`config.mk`:
```
export PLATFORM = sky130hd
export DESIGN_NAME = rs_pool
export DESIGN_NICKNAME = d
export VERILOG_FILES = /design/src/rtl/rs_pool_pkg.sv /design/src/rtl/rs_pool_slot.sv /design/src/rtl/rs_pool_alloc.sv /design/src/rtl/rs_pool_age.sv /design/src/rtl/rs_pool.sv
export SDC_FILE = /design/constraint.sdc
export NUM_CORES = 1
export LEC_CHECK = 0
export ABC_CLOCK_PERIOD_IN_PS = 2800
export BUFFER_PORTS_ARGS = -buffer_cell sky130_fd_sc_hd__buf_2
export CAP_MARGIN = 15
export CORE_MARGIN = 10
export CORE_UTILIZATION = 30
export DETAILED_ROUTE_END_ITERATION = 6
export GPL_TIMING_DRIVEN = 0
export HOLD_SLACK_MARGIN = 0.1
export PLACE_DENSITY = 0.43
export SYNTH_ARGS = -nofsm -noshare
export SYNTH_HDL_FRONTEND = slang
export SYNTH_SLANG_ARGS = --single-unit
```
`constraint.sdc`:
```
create_clock -name clk -period 2.8 [get_ports clk]
set_input_delay 0.56 -clock clk [delete_from_list [all_inputs] [get_ports clk]]
set_output_delay 0.56 -clock clk [all_outputs]
set_load 0.005 [all_outputs]
```
`src/rtl/rs_pool_pkg.sv`:
```
package rs_pool_pkg;

  // Life cycle of one slot.
  typedef enum logic [1:0] {
    SLOT_FREE = 2'd0,
    SLOT_WAIT = 2'd1,
    SLOT_EXEC = 2'd2
  } slot_state_e;

  // Tag value that marks a source as final.
  localparam int unsigned TAG_FINAL = 0;

endpackage

```
`src/rtl/rs_pool_slot.sv`:
```
module rs_pool_slot
  import rs_pool_pkg::*;
#(
  parameter int OP_W   = 4,
  parameter int TAG_W  = 3,
  parameter int DATA_W = 16
) (
  input  logic              clk,
  input  logic              rst_n,
  input  logic              flush,
  input  logic              load,
  input  logic [OP_W-1:0]   ld_op,
  input  logic [TAG_W-1:0]  ld_dst,
  input  logic [TAG_W-1:0]  ld_a_tag,
  input  logic [DATA_W-1:0] ld_a_val,
  input  logic [TAG_W-1:0]  ld_b_tag,
  input  logic [DATA_W-1:0] ld_b_val,
  input  logic              cdb_valid,
  input  logic [TAG_W-1:0]  cdb_tag,
  input  logic [DATA_W-1:0] cdb_value,
  input  logic              take,
  output logic              occupied,
  output logic              ready,
  output logic [OP_W-1:0]   op,
  output logic [TAG_W-1:0]  dst,
  output logic [DATA_W-1:0] a_val,
  output logic [DATA_W-1:0] b_val
);

  localparam logic [TAG_W-1:0] FINAL = TAG_W'(TAG_FINAL);

  // A pending tag agrees with the bus; a final tag never agrees.
  function automatic logic snoop_hit(input logic [TAG_W-1:0] pend,
                                     input logic bus_v,
                                     input logic [TAG_W-1:0] bus_t);
    return bus_v && (pend != FINAL) && (pend == bus_t);
  endfunction

  slot_state_e      state_q;
  logic [TAG_W-1:0] a_tag_q, b_tag_q;

  // Hits for the incoming sources and for the stored ones.
  logic ld_a_hit, ld_b_hit, a_hit, b_hit, own_done;

  always_comb begin
    ld_a_hit = snoop_hit(ld_a_tag, cdb_valid, cdb_tag);
    ld_b_hit = snoop_hit(ld_b_tag, cdb_valid, cdb_tag);
    a_hit    = snoop_hit(a_tag_q, cdb_valid, cdb_tag);
    b_hit    = snoop_hit(b_tag_q, cdb_valid, cdb_tag);
    own_done = snoop_hit(dst, cdb_valid, cdb_tag);
  end

  always_ff @(posedge clk) begin
    if (!rst_n) begin
      state_q <= SLOT_FREE;
      a_tag_q <= FINAL;
      b_tag_q <= FINAL;
      op      <= '0;
      dst     <= '0;
      a_val   <= '0;
      b_val   <= '0;
    end else if (flush) begin
      state_q <= SLOT_FREE;
      a_tag_q <= FINAL;
      b_tag_q <= FINAL;
    end else if (load) begin
      state_q <= SLOT_WAIT;
      op      <= ld_op;
      dst     <= ld_dst;
      a_tag_q <= ld_a_hit ? FINAL : ld_a_tag;
      a_val   <= ld_a_hit ? cdb_value : ld_a_val;
      b_tag_q <= ld_b_hit ? FINAL : ld_b_tag;
      b_val   <= ld_b_hit ? cdb_value : ld_b_val;
    end else begin
      unique case (state_q)
        SLOT_WAIT: begin
          if (take) state_q <= SLOT_EXEC;
          if (a_hit) begin
            a_tag_q <= FINAL;
            a_val   <= cdb_value;
          end
          if (b_hit) begin
            b_tag_q <= FINAL;
            b_val   <= cdb_value;
          end
        end
        SLOT_EXEC: if (own_done) state_q <= SLOT_FREE;
        default: state_q <= SLOT_FREE;
      endcase
    end
  end

  assign occupied = (state_q != SLOT_FREE);
  assign ready    = (state_q == SLOT_WAIT) && (a_tag_q == FINAL) && (b_tag_q == FINAL);

endmodule

```
`src/rtl/rs_pool_alloc.sv`:
```
module rs_pool_alloc #(
  parameter int N_ENT = 4
) (
  input  logic [N_ENT-1:0] occ_vec,
  output logic             any_free,
  output logic [N_ENT-1:0] pick_vec
);

  // One-hot mask of the lowest-index free slot.
  function automatic logic [N_ENT-1:0] lowest_free(input logic [N_ENT-1:0] occ);
    logic [N_ENT-1:0] r;
    r = '0;
    for (int i = N_ENT - 1; i >= 0; i--) begin
      if (!occ[i]) begin
        r    = '0;
        r[i] = 1'b1;
      end
    end
    return r;
  endfunction

  assign pick_vec = lowest_free(occ_vec);
  assign any_free = ~&occ_vec;

endmodule

```
`src/rtl/rs_pool_age.sv`:
```
module rs_pool_age #(
  parameter int N_ENT = 4
) (
  input  logic             clk,
  input  logic             rst_n,
  input  logic             alloc_en,
  input  logic [N_ENT-1:0] alloc_vec,
  input  logic [N_ENT-1:0] ready_vec,
  output logic [N_ENT-1:0] grant_vec
);

  // older_q[i][j] set: slot i was accepted before slot j.
  logic [N_ENT-1:0][N_ENT-1:0] older_q;

  always_ff @(posedge clk) begin
    if (!rst_n) begin
      older_q <= '0;
    end else if (alloc_en) begin
      for (int k = 0; k < N_ENT; k++) begin
        if (alloc_vec[k]) begin
          for (int j = 0; j < N_ENT; j++) begin
            older_q[k][j] <= 1'b0;
            if (j != k) older_q[j][k] <= 1'b1;
          end
        end
      end
    end
  end

  // A ready slot wins when no other ready slot is older than it.
  generate
    for (genvar i = 0; i < N_ENT; i++) begin : g_sel
      logic beaten;
      always_comb begin
        beaten = 1'b0;
        for (int j = 0; j < N_ENT; j++) begin
          if (j != i && ready_vec[j] && older_q[j][i]) beaten = 1'b1;
        end
      end
      assign grant_vec[i] = ready_vec[i] && !beaten;
    end
  endgenerate

endmodule

```
`src/rtl/rs_pool.sv`:
```
module rs_pool #(
  parameter int N_ENT  = 4,
  parameter int OP_W   = 4,
  parameter int TAG_W  = 3,
  parameter int DATA_W = 16
) (
  input  logic              clk,
  input  logic              rst_n,
  input  logic              flush,
  input  logic              iss_valid,
  output logic              iss_ready,
  input  logic [OP_W-1:0]   iss_op,
  input  logic [TAG_W-1:0]  iss_dst_tag,
  input  logic [TAG_W-1:0]  iss_a_tag,
  input  logic [DATA_W-1:0] iss_a_val,
  input  logic [TAG_W-1:0]  iss_b_tag,
  input  logic [DATA_W-1:0] iss_b_val,
  input  logic              cdb_valid,
  input  logic [TAG_W-1:0]  cdb_tag,
  input  logic [DATA_W-1:0] cdb_value,
  output logic              disp_valid,
  input  logic              disp_ready,
  output logic [OP_W-1:0]   disp_op,
  output logic [TAG_W-1:0]  disp_dst_tag,
  output logic [DATA_W-1:0] disp_a,
  output logic [DATA_W-1:0] disp_b
);

  // Named internal events for the checker.
  logic [N_ENT-1:0] occ_vec, rdy_vec, grant_vec, pick_vec, load_vec;
  logic             issue_fire, dispatch_fire;

  logic [OP_W-1:0]   s_op  [N_ENT];
  logic [TAG_W-1:0]  s_dst [N_ENT];
  logic [DATA_W-1:0] s_a   [N_ENT];
  logic [DATA_W-1:0] s_b   [N_ENT];

  rs_pool_alloc #(.N_ENT(N_ENT)) u_alloc (
    .occ_vec  (occ_vec),
    .any_free (iss_ready),
    .pick_vec (pick_vec)
  );

  assign issue_fire    = iss_valid && iss_ready && !flush;
  assign load_vec      = pick_vec & {N_ENT{issue_fire}};
  assign disp_valid    = |grant_vec;
  assign dispatch_fire = disp_valid && disp_ready && !flush;

  rs_pool_age #(.N_ENT(N_ENT)) u_age (
    .clk       (clk),
    .rst_n     (rst_n),
    .alloc_en  (issue_fire),
    .alloc_vec (pick_vec),
    .ready_vec (rdy_vec),
    .grant_vec (grant_vec)
  );

  generate
    for (genvar i = 0; i < N_ENT; i++) begin : g_slot
      rs_pool_slot #(.OP_W(OP_W), .TAG_W(TAG_W), .DATA_W(DATA_W)) u_slot (
        .clk       (clk),
        .rst_n     (rst_n),
        .flush     (flush),
        .load      (load_vec[i]),
        .ld_op     (iss_op),
        .ld_dst    (iss_dst_tag),
        .ld_a_tag  (iss_a_tag),
        .ld_a_val  (iss_a_val),
        .ld_b_tag  (iss_b_tag),
        .ld_b_val  (iss_b_val),
        .cdb_valid (cdb_valid),
        .cdb_tag   (cdb_tag),
        .cdb_value (cdb_value),
        .take      (dispatch_fire && grant_vec[i]),
        .occupied  (occ_vec[i]),
        .ready     (rdy_vec[i]),
        .op        (s_op[i]),
        .dst       (s_dst[i]),
        .a_val     (s_a[i]),
        .b_val     (s_b[i])
      );
    end
  endgenerate

  // One-hot OR mux of the granted slot's payload.
  always_comb begin
    disp_op      = '0;
    disp_dst_tag = '0;
    disp_a       = '0;
    disp_b       = '0;
    for (int i = 0; i < N_ENT; i++) begin
      if (grant_vec[i]) begin
        disp_op      = disp_op | s_op[i];
        disp_dst_tag = disp_dst_tag | s_dst[i];
        disp_a       = disp_a | s_a[i];
        disp_b       = disp_b | s_b[i];
      end
    end
  end

endmodule

```
==> flow_summary.toml <==
[floorplanning]
start_util_pct = 30.19
die_area_um2 = 41300
ios = 111
die_w_um = 203.2
fp.dieH_um = 203.2
placementRows = 67
core_area_um2 = 33360

[drt]
drc = 0
wl_met1_um = 21680
detail-route-antenna-nets = 0
routed_wl_um = 45790
wl_met3_um = 2863
viasPerCell = 5.686
firstDrtPassIters = 5
wl_per_cell_um = 24.78
drt_iter0_drc = 859
topRoutingLayerUsed = "met4"
vias = 10510
route.met2.wl_um = 20530

[logic_synthesis]
avgSynthCellArea_um2 = 8.045
syn-num-nets = 1322
synth.distinct_cells = 65
seq_area_frac_synth_pct = 39.75
yosys_warnings = 0
synth-edff-count = 0
synth_top_flop_cell = "dfxtp_1"
async_flop_share_pct = 0
synthCells = 1252
synth_area_um2 = 10070
synth_seq_cells = 200

[job]
drv_cap = 0

[layout]
final_util_pct = 37.55
drive_gt1_share_pct = 20.71
fin_cells = 1848
syn2layout_area_growth_pct = 24.37
final_common_cell = "nand2_1"
final_area_um2 = 12530
final_cell_mix = "nand2_1, dfxtp_1, buf_2, a21oi_1, o21ai_0"
diodes = 0
nNetsFinal = 1457

[cts]
cts-root-buf = "clkbuf_16"
htree_levels = 4
cts_max_path_buffers = 2
clkTransAtPathRegs_ps = 80
insertion_delay_ps = 460
numCtsBuffers = 17
cts_tree = "yes"
cts.sink_count = 200
cts_hold_buf = 0

[sta]
hold_slack_ps = 368.0
fmax_ghz = 0.3226
final_max_slew_viol_count = 0
hold_viol = 0
skew_ps = 13.16
fin_ws_ps = -299.7
setup_viol = 40
period_minus_slack_ps = 3100
finalCritPeriodShare_pct = 110.7
tightest_slew_ps = 896.3
max_slew_margin_pct = 40.25
rsz0062_at_grt = "yes"

[setup_path]
startpoint_type = "flip-flop"
endpoint_kind = "output port"
required_ps = 2240
criticalPathCategory = "flip-flop to output port"
cp.arrival_ps = 2540
critPathMaxFanout = 10

[grt]
overflow = 0
grt_use_total_pct = 21.66
grt_pass1_wl_um = 68280
first_global_vias = 10370
grt_max_degree = 17
antenna_found_initial = 1

[power]
power_uw = 6178
power_density_nw_per_um2 = 493.2
leakage_uw = 0.004655
ir_drop_mv = 0.4543

[placement]
dp_hpwl_um = 33140
place_area_um2 = 11080
gp_congestion = 0.8809
portBuffers = 90
dp.cells = 1790

[status]
failed_checks = "negative setup slack"
status = "finished with violations"

[hold_path]
hp-class = "input port to flip-flop"
metal layers:
metal  GRT usage, %  vias to the layer above
li1               -                     4910
met1          30.24                     5175
met2          33.80                      372
met3          3.887                       51
met4          5.249                        0
met5              0                        -
registers in the layout, summed over array words and instances, names as in the netlist:
name                   cells
g_slot.u_slot.dst         12
g_slot.u_slot.state_q      8
g_slot.u_slot.b_tag_q     12
u_age.older_q             12
g_slot.u_slot.op          16
g_slot.u_slot.b_val       64
g_slot.u_slot.a_tag_q     12
g_slot.u_slot.a_val       64
cells by family after synthesis:
family / after synthesis / share of synthesized area, %
compound gates: 463 / 31.25
simple gates: 393 / 17.50
flops: 200 / 39.75
buf+inv: 133 / 5.615
mux: 32 / 3.180
xor+xnor: 31 / 2.696
power by group:
part	switching, uW	internal [uW]	total (uW)
combinational	409	167	576
sequential	25.0	2870	2900
clock	1220	1480	2700
per-stage QoR:
stage	TNS, ps	setup slack, ps
after CTS	-9281	-273.2
after detailed placement	-93650	-1074
final	-9736	-299.7
after global placement	-90030	-1090
after global routing	-13270	-379.2
after floorplan	0	352.6
synth_stat cells (3+ instances only):
cell	instances	share of area, %
nor4b_2	3	0.45
nor3_1	11	0.55
a211o_1	8	0.70
dfxtp_1	200	40
o22ai_1	33	2.0
buf_1	10	0.37
nor4_1	4	0.25
a31oi_1	35	2.2
a21oi_1	120	6.0
a32o_1	6	0.60
inv_1	8	0.30
nand3_1	44	2.2
nor4b_1	4	0.35
a2111oi_2	3	0.45
nor2b_1	5	0.31
clkbuf_2	4	0.20
clkbuf_1	78	2.9
a22o_1	6	0.52
nand2_1	254	9.5
mux2i_1	32	3.2
and3_1	9	0.56
and2_1	8	0.50
nand4_1	4	0.25
xnor2_1	20	1.7
buf_2	28	1.4
o21ai_0	70	3.5
xor2_1	11	0.96
o21bai_1	4	0.30
a32oi_1	4	0.35
a21oi_2	4	0.35
a311oi_1	32	2.8
a221o_1	31	3.1
buf_6	3	0.34
nor2_1	27	1.0
o21ai_1	5	0.25
a22oi_1	84	6.3
or3b_1	3	0.26
worst paths after layout:
kind	from	to	slack, ps	depth (start not counted)
worst min register to register	g_slot[2].u_slot.op[1]	g_slot[2].u_slot.op[1]	460	2
worst max register to register	g_slot[2].u_slot.state_q[0]	g_slot[2].u_slot.a_val[15]	130	10
worst max-delay path	g_slot[1].u_slot.a_tag_q[2]	disp_b[11]	-300	8
worst min-delay path	iss_dst_tag[0]	g_slot[2].u_slot.dst[0]	370	3
cell type report:
type / count / area [um^2]
Buffer: 123 / 711.9
Clock buffer: 21 / 470.5
Clock inverter: 11 / 146.4
Fill cell: 3591 / 20840
Inverter: 9 / 33.78
Multi-Input combinational cell: 919 / 5863
Sequential cell: 200 / 4046
Tap cell: 448 / 560.5
Timing Repair Buffer: 117 / 694.4
repair_timing:
item / CTS / global route
endpoints found under the setup margin: 126 / 99
setup buffers: 22 / 6
resized for setup: 130 / 27
gates cloned: 3 / 0
pin swaps: 14 / 9
worst max-delay path, cell delays in order, from the launching register on:
cell	delay [ps]
dfxtp_4	360
nor4_4	330
nand3_2	170
a2111oi_4	430
buf_4	270
clkbuf_16	180
a22oi_1	70
nand2_1	120
buf_2	130
Note: power is estimated with default switching activity, not from simulation.
